`src/rtl/div_pkg.sv`:
```
package div_pkg;
  typedef enum logic { ST_IDLE = 1'b0, ST_RUN = 1'b1 } div_state_e;
endpackage

```
`src/rtl/div_step.sv`:
```
module div_step #(
  parameter int WIDTH = 32
) (
  input  logic [2*WIDTH-1:0] work_i,
  input  logic [WIDTH-1:0]   dvs_i,
  output logic [2*WIDTH-1:0] work_o
);
  localparam int DW = 2 * WIDTH;

  logic [DW-1:0]  shifted;
  logic           spill;
  logic [WIDTH:0] upper_ext;
  logic [WIDTH:0] diff;
  logic           take;

  always_comb begin
    spill     = work_i[DW-1];
    shifted   = {work_i[DW-2:0], 1'b0};
    upper_ext = {spill, shifted[DW-1:WIDTH]};
    diff      = upper_ext - {1'b0, dvs_i};
    take      = (upper_ext >= {1'b0, dvs_i});
    if (take) begin
      work_o = {diff[WIDTH-1:0], shifted[WIDTH-1:1], 1'b1};
    end else begin
      work_o = shifted;
    end
  end
endmodule

```
`src/rtl/div_count.sv`:
```
module div_count #(
  parameter int ITER = 32
) (
  input  logic clk,
  input  logic rst_n,
  input  logic load,
  input  logic en,
  output logic last
);
  localparam int CW = $clog2(ITER + 1);

  logic [CW-1:0] cnt_q;

  always_ff @(posedge clk or negedge rst_n) begin
    if (!rst_n) begin
      cnt_q <= '0;
    end else if (load) begin
      cnt_q <= CW'(ITER);
    end else if (en && cnt_q != '0) begin
      cnt_q <= cnt_q - 1'b1;
    end
  end

  assign last = (cnt_q == CW'(1));

  AST_CNT_BOUND: assert property (@(posedge clk) disable iff (!rst_n)
    cnt_q <= CW'(ITER));
  AST_RUN_NONZERO: assert property (@(posedge clk) disable iff (!rst_n)
    (en && !load) |-> cnt_q != '0);
endmodule

```
`src/rtl/divider_seq.sv`:
```
module divider_seq #(
  parameter int WIDTH = 32,
  parameter int STEPS = 1
) (
  input  logic             clk,
  input  logic             rst_n,
  input  logic             start,
  input  logic [WIDTH-1:0] dividend,
  input  logic [WIDTH-1:0] divisor,
  output logic             busy,
  output logic             done,
  output logic [WIDTH-1:0] quotient,
  output logic [WIDTH-1:0] remainder
);
  import div_pkg::*;

  localparam int DW   = 2 * WIDTH;
  localparam int ITER = WIDTH / STEPS;

  div_state_e     state_q;
  logic [DW-1:0]  work_q;
  logic [WIDTH-1:0] dvs_q;
  logic           done_q;
  logic           accept;
  logic           running;
  logic           last;
  logic [DW-1:0]  stage [STEPS+1];

  assign running = (state_q == ST_RUN);
  assign accept  = start && !running;

  assign stage[0] = work_q;
  for (genvar g = 0; g < STEPS; g++) begin : g_step
    div_step #(.WIDTH(WIDTH)) u_step (
      .work_i(stage[g]),
      .dvs_i (dvs_q),
      .work_o(stage[g+1])
    );
  end

  div_count #(.ITER(ITER)) u_count (
    .clk  (clk),
    .rst_n(rst_n),
    .load (accept),
    .en   (running),
    .last (last)
  );

  always_ff @(posedge clk or negedge rst_n) begin
    if (!rst_n) begin
      state_q <= ST_IDLE;
      work_q  <= '0;
      dvs_q   <= '0;
      done_q  <= 1'b0;
    end else begin
      done_q <= 1'b0;
      if (accept) begin
        state_q <= ST_RUN;
        work_q  <= {{WIDTH{1'b0}}, dividend};
        dvs_q   <= divisor;
      end else if (running) begin
        work_q <= stage[STEPS];
        if (last) begin
          state_q <= ST_IDLE;
          done_q  <= 1'b1;
        end
      end
    end
  end

  assign busy      = running;
  assign done      = done_q;
  assign quotient  = work_q[WIDTH-1:0];
  assign remainder = work_q[DW-1:WIDTH];

  AST_DONE_SINGLE: assert property (@(posedge clk) disable iff (!rst_n)
    done |=> !done);
  AST_DONE_AT_END: assert property (@(posedge clk) disable iff (!rst_n)
    $fell(busy) |-> done);
  AST_START_IGNORED: assert property (@(posedge clk) disable iff (!rst_n)
    (busy && start) |=> $stable(dvs_q));
  AST_REM_BELOW_DIV: assert property (@(posedge clk) disable iff (!rst_n)
    (done && dvs_q != '0) |-> remainder < dvs_q);
  AST_ZERO_DIV_ONES: assert property (@(posedge clk) disable iff (!rst_n)
    (done && dvs_q == '0) |-> quotient == '1);
  AST_RESULT_HOLD: assert property (@(posedge clk) disable iff (!rst_n)
    (!busy && !start) |=> ($stable(quotient) && $stable(remainder)));
endmodule

```
`config.mk`:
```
export PLATFORM = sky130hd
export DESIGN_NAME = divider_seq
export DESIGN_NICKNAME = d
export VERILOG_FILES = /design/src/rtl/div_pkg.sv /design/src/rtl/div_step.sv /design/src/rtl/div_count.sv /design/src/rtl/divider_seq.sv
export SDC_FILE = /design/constraint.sdc
export NUM_CORES = 1
export LEC_CHECK = 0
export ABC_AREA = 1
export CORE_MARGIN = 2
export CORE_UTILIZATION = 70
export CTS_CLUSTER_SIZE = 25
export DETAILED_ROUTE_END_ITERATION = 8
export DONT_BUFFER_PORTS = 1
export PLACE_DENSITY_LB_ADDON = 0.1
export SLEW_MARGIN = 30
export SYNTH_ARGS = -nofsm -noshare
export SYNTH_HDL_FRONTEND = slang
export SYNTH_SLANG_ARGS = --single-unit
```
`constraint.sdc`:
```
create_clock -name clk -period 5.15 [get_ports clk]
set_input_delay 1.545 -clock clk [delete_from_list [all_inputs] [get_ports clk]]
set_output_delay 1.545 -clock clk [all_outputs]
set_load 0.01 [all_outputs]
```
# Word level (Yosys, flattened, before mapping)
# Cells that the tools add are included.
# word_totals
reg_bits	104
out_inout_bits	66
wordCells	26
# op_classes
add_sub_neg	2
magnitude_cmp	1
n_eq_ne	1
n_mux	11
reduce_logical	6
# op_table
operator	n
2-to-1 mux 64 bit	3
greater-or-equal comparator 33 x 32 -> 1 bit	1
subtractor 32 bit	1
2-to-1 mux 6 bit	2
equality test 6 x 1 -> 1 bit (second input constant)	1
2-to-1 mux 1 bit	6
nonzero test 6 bit	1
subtractor 6 x 1 -> 6 bit (second input constant)	1
nonzero test 2 bit	2
logical AND 1 bit	2
zero test 1 bit	1

# Logic depth before layout (Yosys ltp)
# logic_depth
ltp_word	4
mapped_depth	17
depth_no_buf	16

# Cells and area by module
# Synthesis repeated with hierarchy kept, for this count alone.
# hier_totals
cells_unflattened	1257
area_unflattened_um2	8328.0
# modules_own_cells
mod	n_inst	cells_per_inst	area_per_inst_um2
divider_seq	1	517	4444.3
div_step	1	684	3433.3
div_count	1	56	450.4

# Worst setup path before layout
# No wires, ideal clock.
# synth_timing
path_kind	input -> register
startpoint	input start
endpoint	register state_q (netlist: busy)
arrival_time_ns	2.348
required_time_ns	5.030
slack_ns	2.683
cell_stages	6
path_cell_list	nor2_2 inv_1 clkbuf_1 buf_2 o21ai_0 inv_1
# synth_via
elab_chain_len	2
# synth_lines
element	line_no	rtl
from (decl)	divider_seq.sv:7	input logic start,
logical AND 1 bit	divider_seq.sv:30	assign accept = start && !running;
2-to-1 mux 1 bit	divider_seq.sv:57	if (accept) begin
to (signal assigned)	divider_seq.sv:51	state_q <= ST_IDLE;
to (signal assigned)	divider_seq.sv:58	state_q <= ST_RUN;
to (signal assigned)	divider_seq.sv:64	state_q <= ST_IDLE;
to (decl)	divider_seq.sv:20	div_state_e state_q;
# No other way between the ends.
# A chain may end at the register's enable or synchronous reset.

# Worst setup path after layout
# layout_timing
startpoint	register work_q[59]
endpoint	register work_q[59]
# layout_via
elab_chain_len	4
# layout_lines
element	line_no	rtl
from (decl)	divider_seq.sv:21	logic [DW-1:0] work_q;
from (signal assigned)	divider_seq.sv:59	work_q <= {{WIDTH{1'b0}}, dividend};
from (signal assigned)	divider_seq.sv:62	work_q <= stage[STEPS];
greater-or-equal comparator 33 x 32 -> 1 bit	div_step.sv:21	take = (upper_ext >= {1'b0, dvs_i});
2-to-1 mux 64 bit	div_step.sv:22	if (take) begin
2-to-1 mux 64 bit	divider_seq.sv:61	end else if (running) begin
2-to-1 mux 64 bit	divider_seq.sv:57	
# No other way between the ends. The select of a mux whose other input is x is not followed.

==> results.md <==
- Result of the run: finished clean
- Weighted congestion reported at the end of routability-driven placement: roughly 0.99
- First-pass iteration count of the detailed router: 5
- Row Count: 37
- Proportion of layout cells with a drive suffix above 1: 3.94%
- Hold WC Path Type: reg2reg
- Share of the synthesized area in the top cell type: 36.1%
- Detailed-placement wirelength estimate: between 10,000 and 15,000 um
- Synthesis-to-finish area growth: 3.00%
- Register bit count reported by yosys: 104
- Height of the die: 105 um
- Summed negative setup slack over all endpoints: 0 ns
- Signal arrival time at the worst endpoint: ~3.3 ns
- Post-CTS Setup Inserts: 0
- Period utilization: 58.2%
- Count of synthesis-stage warnings from yosys: 0
- Number of buffer cells added on primary ports: 0
- Fraction of the yosys area taken by sequential cells: about 36%
- Max stage delay on crit path: ~0.64 ns
- CP Data Required Time: roughly 5.5 ns
- Final Routed Wirelength: 17,700 um
- Maximum number of pins on one net before global-route repair: 105
- Syn Nets: approximately 1,200
- Vias in the first global route: 6,346
- Highest Clock Rate: 334 MHz
- Unrepaired setup endpoints after global routing: false
- Number of distinct library cell variants in the gate-level netlist after synthesis: 36
- TritonCTS buffer count: 9
- CTS root buffer: clkbuf_8
- Cell type with the largest total area after synthesis: dfrtp_1
- Worst path slowest cell: nor2_4
- Post-Route Skew: 0.0231 ns
- Remaining global-route overflow: 0
- Later-pin clock latency in the skew report: ~0.41 ns
- Post-layout nets: 1,162
- CTS Hold Bufs: 0
- Synth top area cells: dfrtp_1 36%, nand2_1 21%, inv_1 10%, nand3_1 6.2%, ha_1 5.9%
- IO Pins: ~130
- Total GRT Usage: 33.5%
- Maximum clock insertion buffer count: 2
- Effective utilization at floorplan: between 70% and 80%
- Worst Path Class, Setup: reg2reg
- Iteration-0 DRC count of the detailed router: a little under 400
- Transition time at the pin with the least slew margin: roughly 0.90 ns
- Cell area after technology mapping: 7210 sq um
- Clock tree from TritonCTS: yes
- Die Outline Area: 11,100 sq um
- Total vias in the final route: 6,529
- Number of max-cap violations: 0
- Avg Vias per Cell: 5.44
- Average detailed-routed wire length per instance: 14.7 um
- Core box area: 10,100 sq um
- Clk sinks: 104
- CP Cell Sequence: ha_1, a21oi_1, nand2_1, a21oi_1, nand2_2, nor2_4, nand2_4, nand2_1, nand2_1, nand2_1, nand2_1
- Antenna violations before repair: 0
- Launching element type of the critical path: flip-flop
- First-pass GRT wire length: about 30,000 um
- Number of pins with negative max-slew slack in the final report: 0
- Critical path capture point type: flip-flop
- CTS H-Tree Depth: 3
- Worst-path fanout max: 33
- Average cell area after synthesis: approximately 6.7 sq um
- Setup-failing EPs final: 0
- Cell with the most instances on the worst path: nand2_1
- Synth Instances: 1,078
- Die Span X: 105 um
- Number of hold-slack violations in the final timing report: 0
- Rel. slew slack: around two fifths
- CTS-repair resized insts: 0
- DRC Markers: 0
- Number of antenna cells inserted: 0
- Filler cell count in the final layout: 878
- Time the worst path needs with I/O delays and setup: 3.00 ns
- Residual antenna-violating net count after detailed routing: 0
- Reg clk slew, reported paths: 0.11 ns
## kinds of logic after synthesis
| family | synth area share [%] |
|---|---|
| adders and majority gates | 6.18 |
| xor gates and xnor gates | 1.94 |
| and+or+nand+nor | 34.3 |
| buffers and inverters | 12.7 |
| DFF | 36.1 |
| AOI/OAI and AO/OA | 8.78 |
## registers in the layout, summed over array words and instances (netlist names)
signal / flops
dvs_q: 32
u_count.cnt_q: 6
busy: 1
done: 1
work_q: 64
## cell usage in the layout (no fill, tap or decap), drive strengths merged, types with 11 or more instances in the layout
cell	netlist	final
xnor2	13	13
inv	197	200
nand3	91	91
nand2	412	412
dfrtp	104	104
o21ai	50	50
clkbuf	12	11
nor2	51	51
ha	34	34
nand3b	14	14
a21oi	21	21
o211ai	13	13
## cells in the mapped netlist
library cell and instances:
xor2_1 3, nand3_2 1, o221ai_1 10, nand2_4 1
a21oi_1 20, nor2_4 1, inv_2 1, ha_1 34
inv_1 196, nand4_1 9, o21ai_1 9, nor2_2 7
buf_4 1, nor2_1 43, dfrtp_1 104, clkinv_1 1
xnor2_1 13, buf_2 11, and2_1 6, a22oi_1 6
o22ai_1 1, clkbuf_1 12, a21oi_2 1, fa_1 1
o21ai_0 41, nand3_1 90, nand3b_1 14, nand2_1 403
buf_1 3, nand2_2 8, or2_2 1, buf_6 5
nor3_1 3, o211ai_1 13, o21a_1 3, o21bai_1 2
## metrics by stage
stage / setup slack, ns / instances / util (%) / hold WS [ns] / instance area [sq um]
4_1_cts: 2.20 / 1201 / 73.3 / 0.504 / 7430
5_1_grt: 1.90 / 1201 / 73.3 / 0.533 / 7430
2_1_floorplan: 2.68 / 1078 / - / 0.453 / 7210
6_report: 2.15 / 1201 / 73.3 / 0.497 / 7430
3_5_place_dp: 1.99 / 1185 / 71.3 / 0.488 / 7230
3_3_place_gp: 2.05 / 1185 / 71.3 / 0.477 / 7230
## worst max-delay path, delay by kind of cell (launching register included)
kind	cells	cell delay (ns)
AND/OR/NAND/NOR	8	1.63
flip-flops	1	0.47
AO/OA/AOI/OAI	2	0.41
adder cells (fa/ha/maj)	1	0.38
## area by class of cell
| cell class | instances | area, sq um | area share, % |
|---|---|---|---|
| inverters | 198 | 743 | 10.0 |
| clock buffers | 11 | 151 | 2.04 |
| flip-flops and latches | 104 | 2600 | 35.1 |
| multi-input cells | 744 | 3690 | 49.7 |
| well taps | 136 | 170 | 2.29 |
| repair buffers | 3 | 22.5 | 0.303 |
| clock inverters | 5 | 46.3 | 0.623 |
## layer usage
| layer | vias to the layer above | track usage, % | share of wire (%) |
|---|---|---|---|
| li1 | 3308 | - | - |
| met1 | 2953 | 41.7 | 42 |
| met2 | 233 | 56.4 | 48 |
| met3 | 35 | 8.66 | 7.2 |
| met4 | 0 | 11.9 | 2.7 |
| met5 | - | 0 | 0 |
## final timing paths
path	start	to	slack (ns)	cells past startpoint
max	work_q[59]	work_q[59]	2.15	11
min	u_count.cnt_q[5]	u_count.cnt_q[5]	0.50	1
max reg2reg	work_q[59]	work_q[59]	2.15	11
min reg2reg	u_count.cnt_q[5]	u_count.cnt_q[5]	0.50	1
max in group asynchronous	rst_n	dvs_q[21]	4.20	0
min in group asynchronous	rst_n	work_q[63]	0.82	0
Power is left out: the tool's default activity adds up to more than one toggle a clock period on the data nets, which glitch-free logic cannot reach.
